`config.mk`:
```
export PLATFORM = sky130hd
export DESIGN_NAME = mc_macrocell
export DESIGN_NICKNAME = d
export VERILOG_FILES = /design/src/rtl/mc_pkg.sv /design/src/rtl/mc_clk_pick.sv /design/src/rtl/mc_store.sv /design/src/rtl/mc_pad.sv /design/src/rtl/mc_macrocell.sv
export SDC_FILE = /design/constraint.sdc
export NUM_CORES = 1
export LEC_CHECK = 0
export BUFFER_PORTS_ARGS = -buffer_cell sky130_fd_sc_hd__clkbuf_2
export CAP_MARGIN = 20
export CORE_AREA = 5 5 42 44
export DETAILED_ROUTE_END_ITERATION = 10
export DIE_AREA = 0 0 47 49
export HOLD_SLACK_MARGIN = 0.05
export PLACE_DENSITY = 0.66
export SLEW_MARGIN = 20
export SYNTH_ARGS = -nofsm -noshare
export SYNTH_HDL_FRONTEND = slang
export SYNTH_SLANG_ARGS = --single-unit
```
`constraint.sdc`:
```
create_clock -name sys_clk -period 2.23 [get_ports sys_clk]
set_input_delay 0.1115 -clock sys_clk [delete_from_list [all_inputs] [get_ports sys_clk]]
set_output_delay 0.1115 -clock sys_clk [all_outputs]
set_load 0.05 [all_outputs]
```
`src/rtl/mc_pkg.sv`:
```
package mc_pkg;

  // next register value for a clock event
  function automatic logic mc_next(input logic q, input logic d, input logic toggle);
    return toggle ? (q ^ d) : d;
  endfunction

  // edge detect between an old and a new clock sample
  function automatic logic mc_edge(input logic old_s, input logic new_s, input logic fall);
    return fall ? (old_s & ~new_s) : (new_s & ~old_s);
  endfunction

endpackage

```
`src/rtl/mc_clk_pick.sv`:
```
module mc_clk_pick #(
  parameter int CLK_N = 4,
  localparam int SELW = (CLK_N > 1) ? $clog2(CLK_N) : 1
) (
  input  logic             sys_clk,
  input  logic             por_n,
  input  logic [CLK_N-1:0] clk_in,
  input  logic             int_clk,
  input  logic [SELW-1:0]  cfg_sel,
  input  logic             cfg_fall,
  input  logic             cfg_int,
  output logic             tick
);
  logic [CLK_N-1:0] eff_clk;
  logic [CLK_N-1:0] prev_clk;
  logic             cur_s;
  logic             old_s;

  // index 0 is always external; higher indices may take the internal clock
  for (genvar i = 0; i < CLK_N; i++) begin : g_src
    if (i == 0) begin : g_ext
      assign eff_clk[i] = clk_in[i];
    end else begin : g_mux
      assign eff_clk[i] = cfg_int ? int_clk : clk_in[i];
    end
  end

  always_ff @(posedge sys_clk or negedge por_n) begin
    if (!por_n) prev_clk <= '0;
    else        prev_clk <= eff_clk;
  end

  assign cur_s = eff_clk[cfg_sel];
  assign old_s = prev_clk[cfg_sel];
  assign tick  = mc_pkg::mc_edge(old_s, cur_s, cfg_fall);

endmodule

```
`src/rtl/mc_store.sv`:
```
module mc_store (
  input  logic sys_clk,
  input  logic por_n,
  input  logic d,
  input  logic toggle,
  input  logic tick,
  input  logic ct_rst,
  input  logic ct_set,
  input  logic rst_en,
  input  logic set_en,
  output logic q
);
  logic rst_act;
  logic set_act;

  assign rst_act = rst_en & ct_rst;
  assign set_act = set_en & ct_set;

  always_ff @(posedge sys_clk or negedge por_n) begin
    if (!por_n)       q <= 1'b0;
    else if (rst_act) q <= 1'b0;
    else if (set_act) q <= 1'b1;
    else if (tick)    q <= mc_pkg::mc_next(q, d, toggle);
  end

  AST_RESET_WINS: assert property (@(posedge sys_clk) disable iff (!por_n)
    rst_act |=> !q);
  AST_PRESET_ONE: assert property (@(posedge sys_clk) disable iff (!por_n)
    (set_act && !rst_act) |=> q);
  AST_HOLD_STATE: assert property (@(posedge sys_clk) disable iff (!por_n)
    (!rst_act && !set_act && !tick) |=> $stable(q));
  AST_D_LOAD: assert property (@(posedge sys_clk) disable iff (!por_n)
    (tick && !toggle && !rst_act && !set_act) |=> (q == $past(d)));
  AST_T_FLIP: assert property (@(posedge sys_clk) disable iff (!por_n)
    (tick && toggle && !rst_act && !set_act) |=> (q == ($past(q) ^ $past(d))));

endmodule

```
`src/rtl/mc_pad.sv`:
```
module mc_pad #(
  parameter int OE_N = 4,
  localparam int OEW = $clog2(OE_N) + 1
) (
  input  logic            q,
  input  logic            d,
  input  logic            bypass,
  input  logic [OEW-1:0]  oe_mode,
  input  logic [OE_N-1:0] oe_ct,
  input  logic            gts_en,
  input  logic            gts_n,
  input  logic            pad_in,
  output logic            pad_out,
  output logic            pad_oe,
  output logic            fb_cell,
  output logic            fb_pin
);
  logic cell_val;
  logic oe_pick;
  logic gts_kill;

  // top bit clear: control term; top bit set: low bits zero forces on
  always_comb begin
    if (!oe_mode[OEW-1]) oe_pick = oe_ct[oe_mode[OEW-2:0]];
    else                 oe_pick = (oe_mode[OEW-2:0] == '0);
  end

  assign gts_kill = gts_en & ~gts_n;
  assign cell_val = bypass ? d : q;
  assign pad_out  = cell_val;
  assign fb_cell  = cell_val;
  assign pad_oe   = oe_pick & ~gts_kill;
  assign fb_pin   = pad_oe ? cell_val : pad_in;

endmodule

```
`src/rtl/mc_macrocell.sv`:
```
module mc_macrocell #(
  parameter int CLK_N = 4,
  parameter int CT_N  = 6,
  localparam int SELW = (CLK_N > 1) ? $clog2(CLK_N) : 1,
  localparam int OE_N = CT_N - 2,
  localparam int OEW  = $clog2(OE_N) + 1
) (
  input  logic             sys_clk,
  input  logic             por_n,
  input  logic [CLK_N-1:0] clk_in,
  input  logic             int_clk,
  input  logic             d_in,
  input  logic [CT_N-1:0]  ct,
  input  logic             gts_n,
  input  logic             pad_in,
  input  logic             cfg_toggle,
  input  logic [SELW-1:0]  cfg_clk_sel,
  input  logic             cfg_clk_fall,
  input  logic             cfg_clk_int,
  input  logic             cfg_rst_en,
  input  logic             cfg_set_en,
  input  logic [OEW-1:0]   cfg_oe_mode,
  input  logic             cfg_gts_en,
  input  logic             cfg_bypass,
  output logic             pad_out,
  output logic             pad_oe,
  output logic             fb_cell,
  output logic             fb_pin
);
  logic clk_tick;
  logic reg_q;

  mc_clk_pick #(.CLK_N(CLK_N)) u_clk (
    .sys_clk (sys_clk),
    .por_n   (por_n),
    .clk_in  (clk_in),
    .int_clk (int_clk),
    .cfg_sel (cfg_clk_sel),
    .cfg_fall(cfg_clk_fall),
    .cfg_int (cfg_clk_int),
    .tick    (clk_tick)
  );

  mc_store u_store (
    .sys_clk(sys_clk),
    .por_n  (por_n),
    .d      (d_in),
    .toggle (cfg_toggle),
    .tick   (clk_tick),
    .ct_rst (ct[0]),
    .ct_set (ct[1]),
    .rst_en (cfg_rst_en),
    .set_en (cfg_set_en),
    .q      (reg_q)
  );

  mc_pad #(.OE_N(OE_N)) u_pad (
    .q      (reg_q),
    .d      (d_in),
    .bypass (cfg_bypass),
    .oe_mode(cfg_oe_mode),
    .oe_ct  (ct[CT_N-1:2]),
    .gts_en (cfg_gts_en),
    .gts_n  (gts_n),
    .pad_in (pad_in),
    .pad_out(pad_out),
    .pad_oe (pad_oe),
    .fb_cell(fb_cell),
    .fb_pin (fb_pin)
  );

  AST_GTS_FORCE: assert property (@(posedge sys_clk) disable iff (!por_n)
    (cfg_gts_en && !gts_n) |-> !pad_oe);
  AST_PIN_FB: assert property (@(posedge sys_clk) disable iff (!por_n)
    !pad_oe |-> (fb_pin == pad_in));
  AST_BYPASS: assert property (@(posedge sys_clk) disable iff (!por_n)
    cfg_bypass |-> (pad_out == d_in && fb_cell == d_in));
  AST_REG_OUT: assert property (@(posedge sys_clk) disable iff (!por_n)
    !cfg_bypass |-> (pad_out == reg_q));

endmodule

```
==> impl_metrics.py, run 1 <==
metrics = {
    "logic_synthesis": {
        "synth_nets": 71,
        "synth_seq_cells": 5,
        "ys_types": 23,
        "synth_warnings": 0,
        "syn_inst": 43,
        "netlist_area_um2": 397,
        "ys_seq_area_frac": 0.315,
        "syn_avg_cell_area_um2": 9.22,
    },
    "cells_and_area": {
        "syn_to_final_growth_pct": 54.3,
        "final_cell_mix": "clkbuf_2, nand2_1, dfrtp_1",
        "finalNetCount": 108,
        "design_area_um2": 612,
        "instances_no_fill": 95,
        "drive_above_1_share": 0.506,
        "fin_util": 0.437,
        "layout_commonest_cell": "clkbuf_2",
        "diodes": 0,
        "fillers": 163,
    },
    "global_routing": {
        "grt_usage": 0.0878,
        "gr-total-overflow": 0,
        "grt_pass1_vias": 414,
        "grt_max_degree": 7,
        "antenna_found_initial": 0,
        "grt_pass1_wl_um": 1470,
    },
    "status": {
        "status": "finished, final reports clean",
    },
    "sta": {
        "timing.slew.headroom": 0.814,
        "clock_skew_ns": 0.00363,
        "rsz0062_at_grt": "no",
        "final_max_slew_viol_count": 0,
        "period_needed_ns": 1.62,
        "fin_crit_sh": 0.726,
        "tns_ns": 0,
        "clock.fmax_ghz": 0.618,
        "tightestPinTransition_ns": 0.280,
        "hold_viol": 0,
        "fin_hold_ws_ns": 0.108,
        "setup_viol": 0,
    },
    "clock_network": {
        "clockBufferDepth": 2,
        "cts_hold_buf": 2,
        "cts_sinks": 5,
        "worstSkewPairLatency_ns": 0.24,
        "root_buffer": "clkbuf_4",
        "path_clk_slew_ns": 0.05,
        "numCtsBuffers": 3,
        "ctsResizeCount": 0,
        "postCtsSetupBuffers": 0,
        "cts_tree": "built",
        "h-tree-depth": 1,
    },
    "floorplan": {
        "die_w_um": 47,
        "floorplan.initialDensity": 0.283,
        "core_mm2": 0.00140,
        "die_area_mm2": 0.00230,
        "rows": 14,
        "die_h_um": 49,
        "pin_count": 32,
    },
    "worst_hold_path": {
        "holdPathStages": 3,
        "hp-class": "input pin to register",
    },
    "placed_design": {
        "placedInstanceArea_um2": 564,
        "dp_cells": 89,
        "place_congestion": 0.655,
        "io_buffers": 31,
    },
    "critical_path": {
        "crit_chain": "clkbuf_2, mux2i_1, mux2_2, o32a_1, a21oi_1, mux2_2, clkbuf_2",
        "start_kind": "input pin",
        "worstPathRequired_ns": 2.12,
        "crit_path_end_kind": "primary output",
        "path_delay_family": "multiplexers",
        "rr_worst_depth": 4,
        "cp.depth": 7,
        "cp_max_fo": 3,
        "crit_arrival_ns": 1.51,
        "path_buf_inv": 2,
        "crit_slowest_cell": "mux2_2",
        "slowest_delay_ns": 0.35,
        "worst-setup-path-type": "input pin to primary output",
    },
    "route": {
        "dr.pass1.iters": 1,
        "drc": 0,
        "initialDrtViolationCount": 0,
        "drt-total-wl_um": 1020,
        "wl_per_cell_um": 10.7,
        "vias": 450,
        "viasPerCell": 4.74,
        "ant_nets": 0,
    },
    "pwr": {
        "ir_worst_vdd_v": 0.000412,
        "p_leak_uw": 0.000339,
        "powerDensity_mw_per_mm2": 552,
    },
    "flow_run": {
        "cap_violations": 0,
    },
}
-- routing by layer --
layer  vias to the layer above  GRT usage  part of all wire
met1                       191     0.0828              0.33
met3                         0     0.0590              0.20
met2                        29      0.161              0.47
met4                         0          0                 0
met5                         -          0                 0
li1                        230          -                 -
-- worst register-to-register path: stages (launching register included) --
cell	delay, ns
dfrtp_1	0.35
mux4_2	0.50
and4b_1	0.22
o31ai_1	0.24
o311a_1	0.19
-- cell families (layout without fill, tap and decap cells) --
kind of cell,Yosys count,count (layout),synth area share
AOI/OAI and AO/OA,12,12,0.211
and+or+nand+nor,12,12,0.151
muxes,7,7,0.221
DFF,5,5,0.315
buffers and inverters,5,41,0.0568
xor gates and xnor gates,2,2,0.0442
-- worst paths after layout --
kind,start,slack [ns],to
setup / recovery,cfg_oe_mode[0],0.61,fb_pin
hold / removal,clk_in[1],0.11,u_clk.prev_clk[1]
setup reg to reg,u_clk.prev_clk[3],0.65,u_store.q
hold reg to reg,u_store.q,0.58,u_store.q
max in group asynchronous,por_n,1.87,u_store.q
min in group asynchronous,por_n,0.22,u_clk.prev_clk[0]
-- power by group --
part	switching, uW	leakage [uW]	internal (uW)
Sequential	5.16	0.0000597	100
Clock	37.6	0.0000177	64.9
Combinational	74.2	0.000262	55.7
Total	117	0.000339	221
-- cell type report --
cell class                      count  area, um2  area share
Clock buffer                        3       22.5      0.0368
Timing Repair Buffer               33        175       0.286
Tap cell                           16       20.0      0.0327
Multi-Input combinational cell     33        249       0.407
Inverter                            4       15.0      0.0245
Clock inverter                      1       5.00     0.00818
Sequential cell                     5        125       0.204
-- cell usage after synthesis, drive strengths merged --
master / instances / area (um2)
a211o: 1 / 8.76
a211oi: 1 / 7.51
a21oi: 2 / 10.0
and2: 1 / 6.26
and3: 1 / 6.26
and4b: 1 / 10.0
buf: 1 / 7.51
dfrtp: 5 / 125
inv: 4 / 15.0
mux2: 4 / 45.0
mux2i: 2 / 20.0
mux4: 1 / 22.5
nand2: 5 / 18.8
nor2: 3 / 11.3
o211ai: 1 / 7.51
o21ai: 3 / 15.0
o21bai: 1 / 7.51
o311a: 1 / 10.0
o31ai: 1 / 7.51
o32a: 1 / 10.0
or2b: 1 / 7.51
xnor2: 1 / 8.76
xor2: 1 / 8.76
-- metrics by stage --
| step | power [uW] | worst slack (ns) |
|---|---|---|
| 5_1_grt | 365 | 0.524 |
| 6_report | 338 | 0.611 |
| 3_3_place_gp | 233 | 0.621 |
| 4_1_cts | 346 | 0.592 |
| 2_1_floorplan | 192 | 0.133 |
| 3_5_place_dp | 236 | 0.595 |
-- registers in the layout (all words and copies together), names as in the netlist --
name            flops
u_clk.prev_clk      4
u_store.q           1
No activity file was read; power rests on OpenSTA's default activity.
==> inputs of run 2 (changes only) <==
Settings changed: PLACE_DENSITY 0.66 to 0.68.
Clock period 2.23 ns to 1.35 ns, I/O delays scaled along.
==> impl_metrics.py, run 2 (same netlist as run 1, synthesis figures left out) <==
metrics = {
    "floorplan": {
        "die_h_um": 49,
        "core_mm2": 0.00140,
        "rows": 14,
        "die_w_um": 47,
        "floorplan.initialDensity": 0.283,
        "pin_count": 32,
        "die_area_mm2": 0.00230,
    },
    "cells_and_area": {
        "drive_above_1_share": 0.558,
        "design_area_um2": 713,
        "layout_commonest_cell": "clkbuf_2",
        "finalNetCount": 115,
        "fin_util": 0.509,
        "reg_top3": "u_clk.prev_clk: 4 flops, u_store.q: 1 flops",
        "syn_to_final_growth_pct": 79.8,
        "largest_reg_flops": 4,
        "regMostFlops": "u_clk.prev_clk",
        "instances_no_fill": 102,
        "diodes": 0,
        "final_cell_mix": "clkbuf_2, buf_4, nand2_1, dfrtp_1, inv_1",
    },
    "critical_path": {
        "crit_path_end_kind": "register",
        "start_kind": "register",
        "slowest_delay_ns": 0.52,
        "path_delay_family": "multiplexers",
        "cp_max_fo": 3,
        "crit_arrival_ns": 1.76,
        "worst-setup-path-type": "register to register",
        "crit_slowest_cell": "mux4_2",
        "crit_chain": "mux4_2, and4b_1, o31ai_1, o311a_1",
        "path_buf_inv": 0,
        "worstPathRequired_ns": 1.53,
    },
    "clock_network": {
        "numCtsBuffers": 3,
        "cts_sinks": 5,
        "root_buffer": "clkbuf_4",
        "cts_tree": "built",
        "h-tree-depth": 1,
        "path_clk_slew_ns": 0.05,
        "clockBufferDepth": 2,
        "worstSkewPairLatency_ns": 0.25,
    },
    "sta": {
        "clock.fmax_ghz": 0.633,
        "fin_hold_ws_ns": 0.0604,
        "setup_viol": 2,
        "fin_crit_sh": 1.17,
        "final_max_slew_viol_count": 0,
        "tightestPinTransition_ns": 0.276,
        "clock_skew_ns": 0.00238,
        "rsz0062_at_grt": "yes",
        "hold_viol": 0,
        "period_needed_ns": 1.58,
        "setup_slack_ns": -0.230,
        "timing.slew.headroom": 0.817,
    },
    "worst_hold_path": {
        "hp-class": "input pin to register",
    },
    "global_routing": {
        "grt_usage": 0.102,
        "grt_pass1_wl_um": 1670,
        "grt_pass1_vias": 429,
        "gr-total-overflow": 0,
        "antenna_found_initial": 0,
        "grt_max_degree": 6,
    },
    "flow_run": {
        "cap_violations": 0,
    },
    "placed_design": {
        "placedInstanceArea_um2": 609,
        "io_buffers": 31,
        "dp_cells": 93,
        "place_congestion": 0.728,
        "dp_hpwl_um": 987,
        "post-place-ws_ns": -0.205,
    },
    "status": {
        "failed_checks": "setup timing",
        "status": "finished with violations",
    },
    "route": {
        "drc": 0,
        "dr.pass1.iters": 4,
        "vias": 486,
        "drt-total-wl_um": 1160,
        "wl_per_cell_um": 11.4,
        "viasPerCell": 4.76,
        "initialDrtViolationCount": 7,
        "ant_nets": 0,
    },
    "pwr": {
        "powerDensity_mw_per_mm2": 888,
        "p_leak_uw": 0.000397,
        "ir_worst_vdd_v": 0.000677,
    },
}
-- run 2: metal layers --
layer,part of all wire,GRT usage,vias to the layer above
li1,-,-,245
met1,0.34,0.0940,220
met2,0.54,0.174,19
met3,0.11,0.0701,2
met4,0.0043,0.0276,0
met5,0,0,-
-- run 2: repair_timing --
item / CTS / global route
setup endpoints to repair: 2 / 2
hold buffers: 2 / 1
setup buffers: 0 / 2
gates resized for setup: 2 / 8
pin swaps: 1 / 1
hold endpoints to repair: 6 / 1
-- run 2: layout make-up --
cell class	count	area, um2
multi-input combinational	33	279
timing repair buffer	40	246
fill	150	688
tap	16	20.0
inverter	4	15.0
clock inverter	1	5.00
sequential	5	125
clock buffer	3	22.5
-- run 2: through the flow --
| step | TNS (ns) | power, uW |
|---|---|---|
| floorplan | -0.212 | 325 |
| global placement | -0.320 | 411 |
| detailed placement | -0.351 | 415 |
| CTS | -0.320 | 611 |
| global route | -0.413 | 680 |
| finish | -0.284 | 633 |
-- run 2: worst paths after layout --
path	cells after the start	end	slack, ns	start
worst max-delay path	4	u_store.q	-0.23	u_clk.prev_clk[3]
worst min-delay path	3	u_clk.prev_clk[1]	0.06	clk_in[1]
worst max register to register	4	u_store.q	-0.23	u_clk.prev_clk[3]
worst min register to register	3	u_store.q	0.77	u_store.q
max in group asynchronous	2	u_store.q	1.04	por_n
min in group asynchronous	2	u_clk.prev_clk[0]	0.17	por_n
-- run 2: worst reg2reg max path: stages (launching register included) --
cell and delay (ns):
dfrtp_1 0.35, mux4_2 0.52, and4b_1 0.21, o31ai_1 0.23, o311a_1 0.20
-- run 2: report_power, final --
| part | internal [uW] | switching, uW |
|---|---|---|
| clock | 108 | 68.7 |
| combinational | 143 | 142 |
| sequential | 165 | 7.09 |
==> inputs of run 3 (changes only) <==
Settings changed: CELL_PAD_IN_SITES_DETAIL_PLACEMENT from default to 2, CELL_PAD_IN_SITES_GLOBAL_PLACEMENT from default to 2, CORE_AREA 5 5 42 44 to default, CORE_ASPECT_RATIO from default to 0.75, CORE_MARGIN from default to 5, CORE_UTILIZATION from default to 16, DIE_AREA 0 0 47 49 to default, PLACE_DENSITY 0.68 to 0.71, TNS_END_PERCENT from default to 5.
==> impl_metrics.py, run 3 (same netlist as run 1, synthesis figures left out) <==
metrics = {
    "critical_path": {
        "cp_max_fo": 3,
        "slowest_delay_ns": 0.50,
        "path_delay_family": "multiplexers",
        "crit_chain": "mux4_2, and4b_1, o31ai_2, o311a_1",
        "crit_path_end_kind": "register",
        "worstPathRequired_ns": 1.54,
        "worst-setup-path-type": "register to register",
        "rrSetupSlack_ns": -0.23,
        "crit_arrival_ns": 1.77,
        "crit_slowest_cell": "mux4_2",
        "start_kind": "register",
        "path_buf_inv": 0,
    },
    "placed_design": {
        "dp_cells": 112,
        "dp_hpwl_um": 1290,
        "io_buffers": 31,
        "place_congestion": 0.670,
    },
    "global_routing": {
        "gr-total-overflow": 0,
        "antenna_found_initial": 0,
        "grt_pass1_vias": 538,
        "grt_usage": 0.0932,
        "grt_max_degree": 6,
        "grt_pass1_wl_um": 2310,
    },
    "sta": {
        "final_max_slew_viol_count": 0,
        "clock.fmax_ghz": 0.631,
        "fin_hold_ws_ns": 0.0696,
        "tightestPinTransition_ns": 0.281,
        "timing.slew.headroom": 0.812,
        "setup_slack_ns": -0.234,
        "clock_skew_ns": 0.00321,
        "setup_viol": 2,
        "period_needed_ns": 1.58,
        "fin_crit_sh": 1.17,
        "hold_viol": 0,
        "rsz0062_at_grt": "yes",
    },
    "pwr": {
        "p_leak_uw": 0.000378,
        "powerDensity_mw_per_mm2": 894,
        "ir_worst_vdd_v": 0.000273,
        "power.total_uw": 641,
    },
    "floorplan": {
        "pin_count": 32,
        "die_h_um": 53.1,
        "floorplan.initialDensity": 0.170,
        "die_area_mm2": 0.00359,
        "core_mm2": 0.00233,
        "die_w_um": 67.5,
        "rows": 15,
    },
    "route": {
        "dr.pass1.iters": 3,
        "vias": 486,
        "drt-total-wl_um": 1490,
        "drc": 0,
        "initialDrtViolationCount": 5,
        "wl_per_cell_um": 12.7,
        "ant_nets": 0,
        "viasPerCell": 4.12,
    },
    "clock_network": {
        "worstSkewPairLatency_ns": 0.25,
        "numCtsBuffers": 3,
        "postCtsSetupBuffers": 0,
        "root_buffer": "clkbuf_4",
        "path_clk_slew_ns": 0.04,
        "cts_tree": "built",
        "clockBufferDepth": 2,
        "cts_sinks": 5,
        "h-tree-depth": 1,
    },
    "cells_and_area": {
        "final_cell_mix": "clkbuf_2, nand2_1, buf_4, dfrtp_1, inv_1",
        "instances_no_fill": 118,
        "finalNetCount": 113,
        "fin_util": 0.308,
        "multi_input_area_um2": 273,
        "seqCellArea_um2": 125,
        "reg_top3": "u_clk.prev_clk: 4 flops, u_store.q: 1 flops",
        "layout_commonest_cell": "clkbuf_2",
        "drive_above_1_share": 0.548,
        "largest_reg_flops": 4,
        "diodes": 0,
        "fillers": 289,
        "syn_to_final_growth_pct": 80.8,
        "regMostFlops": "u_clk.prev_clk",
    },
    "worst_hold_path": {
        "hp-class": "input pin to register",
    },
    "status": {
        "status": "finished with violations",
        "failed_checks": "setup timing",
    },
    "flow_run": {
        "cap_violations": 0,
    },
}
run 3: worst min-delay path, delay by kind of cell:
family	cells	cell delay, ns
AO/OA/AOI/OAI	1	0.10
AND/OR/NAND/NOR	1	0.04
buffers and inverters	1	0.07
run 3: per-layer routing:
metal  global-route usage  part of all wire
met1               0.0876              0.38
met4               0.0808             0.035
met5                    0                 0
met3               0.0361             0.052
met2                0.158              0.53
run 3: final timing paths:
path                                   start           endpoint  cells past startpoint
setup reg to reg           u_clk.prev_clk[2]          u_store.q                      4
min in group asynchronous              por_n  u_clk.prev_clk[0]                      2
hold reg to reg                    u_store.q          u_store.q                      2
setup / recovery           u_clk.prev_clk[2]          u_store.q                      4
max in group asynchronous              por_n  u_clk.prev_clk[2]                      2
hold / removal                         ct[0]          u_store.q                      3
run 3: what timing repair did:
item | 4_1_cts | 5_1_grt
gates resized for setup | 5 | 6
pin swaps | 2 | 0
endpoints found under the setup margin | 4 | 4
hold buffers | 2 | 0
hold endpoints to repair | 6 | 0
run 3: power by group:
part	switching, uW	total (uW)	internal [uW]
registers	7.53	173	166
logic	147	290	143
clock network	66.2	178	112
total	220	641	421
run 3: per-stage QoR:
| stage | cell area [um2] | setup TNS [ns] | setup slack, ns |
|---|---|---|---|
| finish | 717 | -0.441 | -0.234 |
| global route | 717 | -0.568 | -0.290 |
| CTS | 704 | -0.516 | -0.255 |
| detailed placement | 639 | -0.420 | -0.254 |
| global placement | 639 | -0.343 | -0.181 |
| floorplan | 412 | -0.240 | -0.142 |
run 3: layout make-up:
cell class              instances  share of cell area
clock buffers                   4              0.0366
inverters                       4              0.0209
multi-input cells              33               0.380
flip-flops and latches          5               0.175
well taps                      34              0.0593
repair buffers                 38               0.328
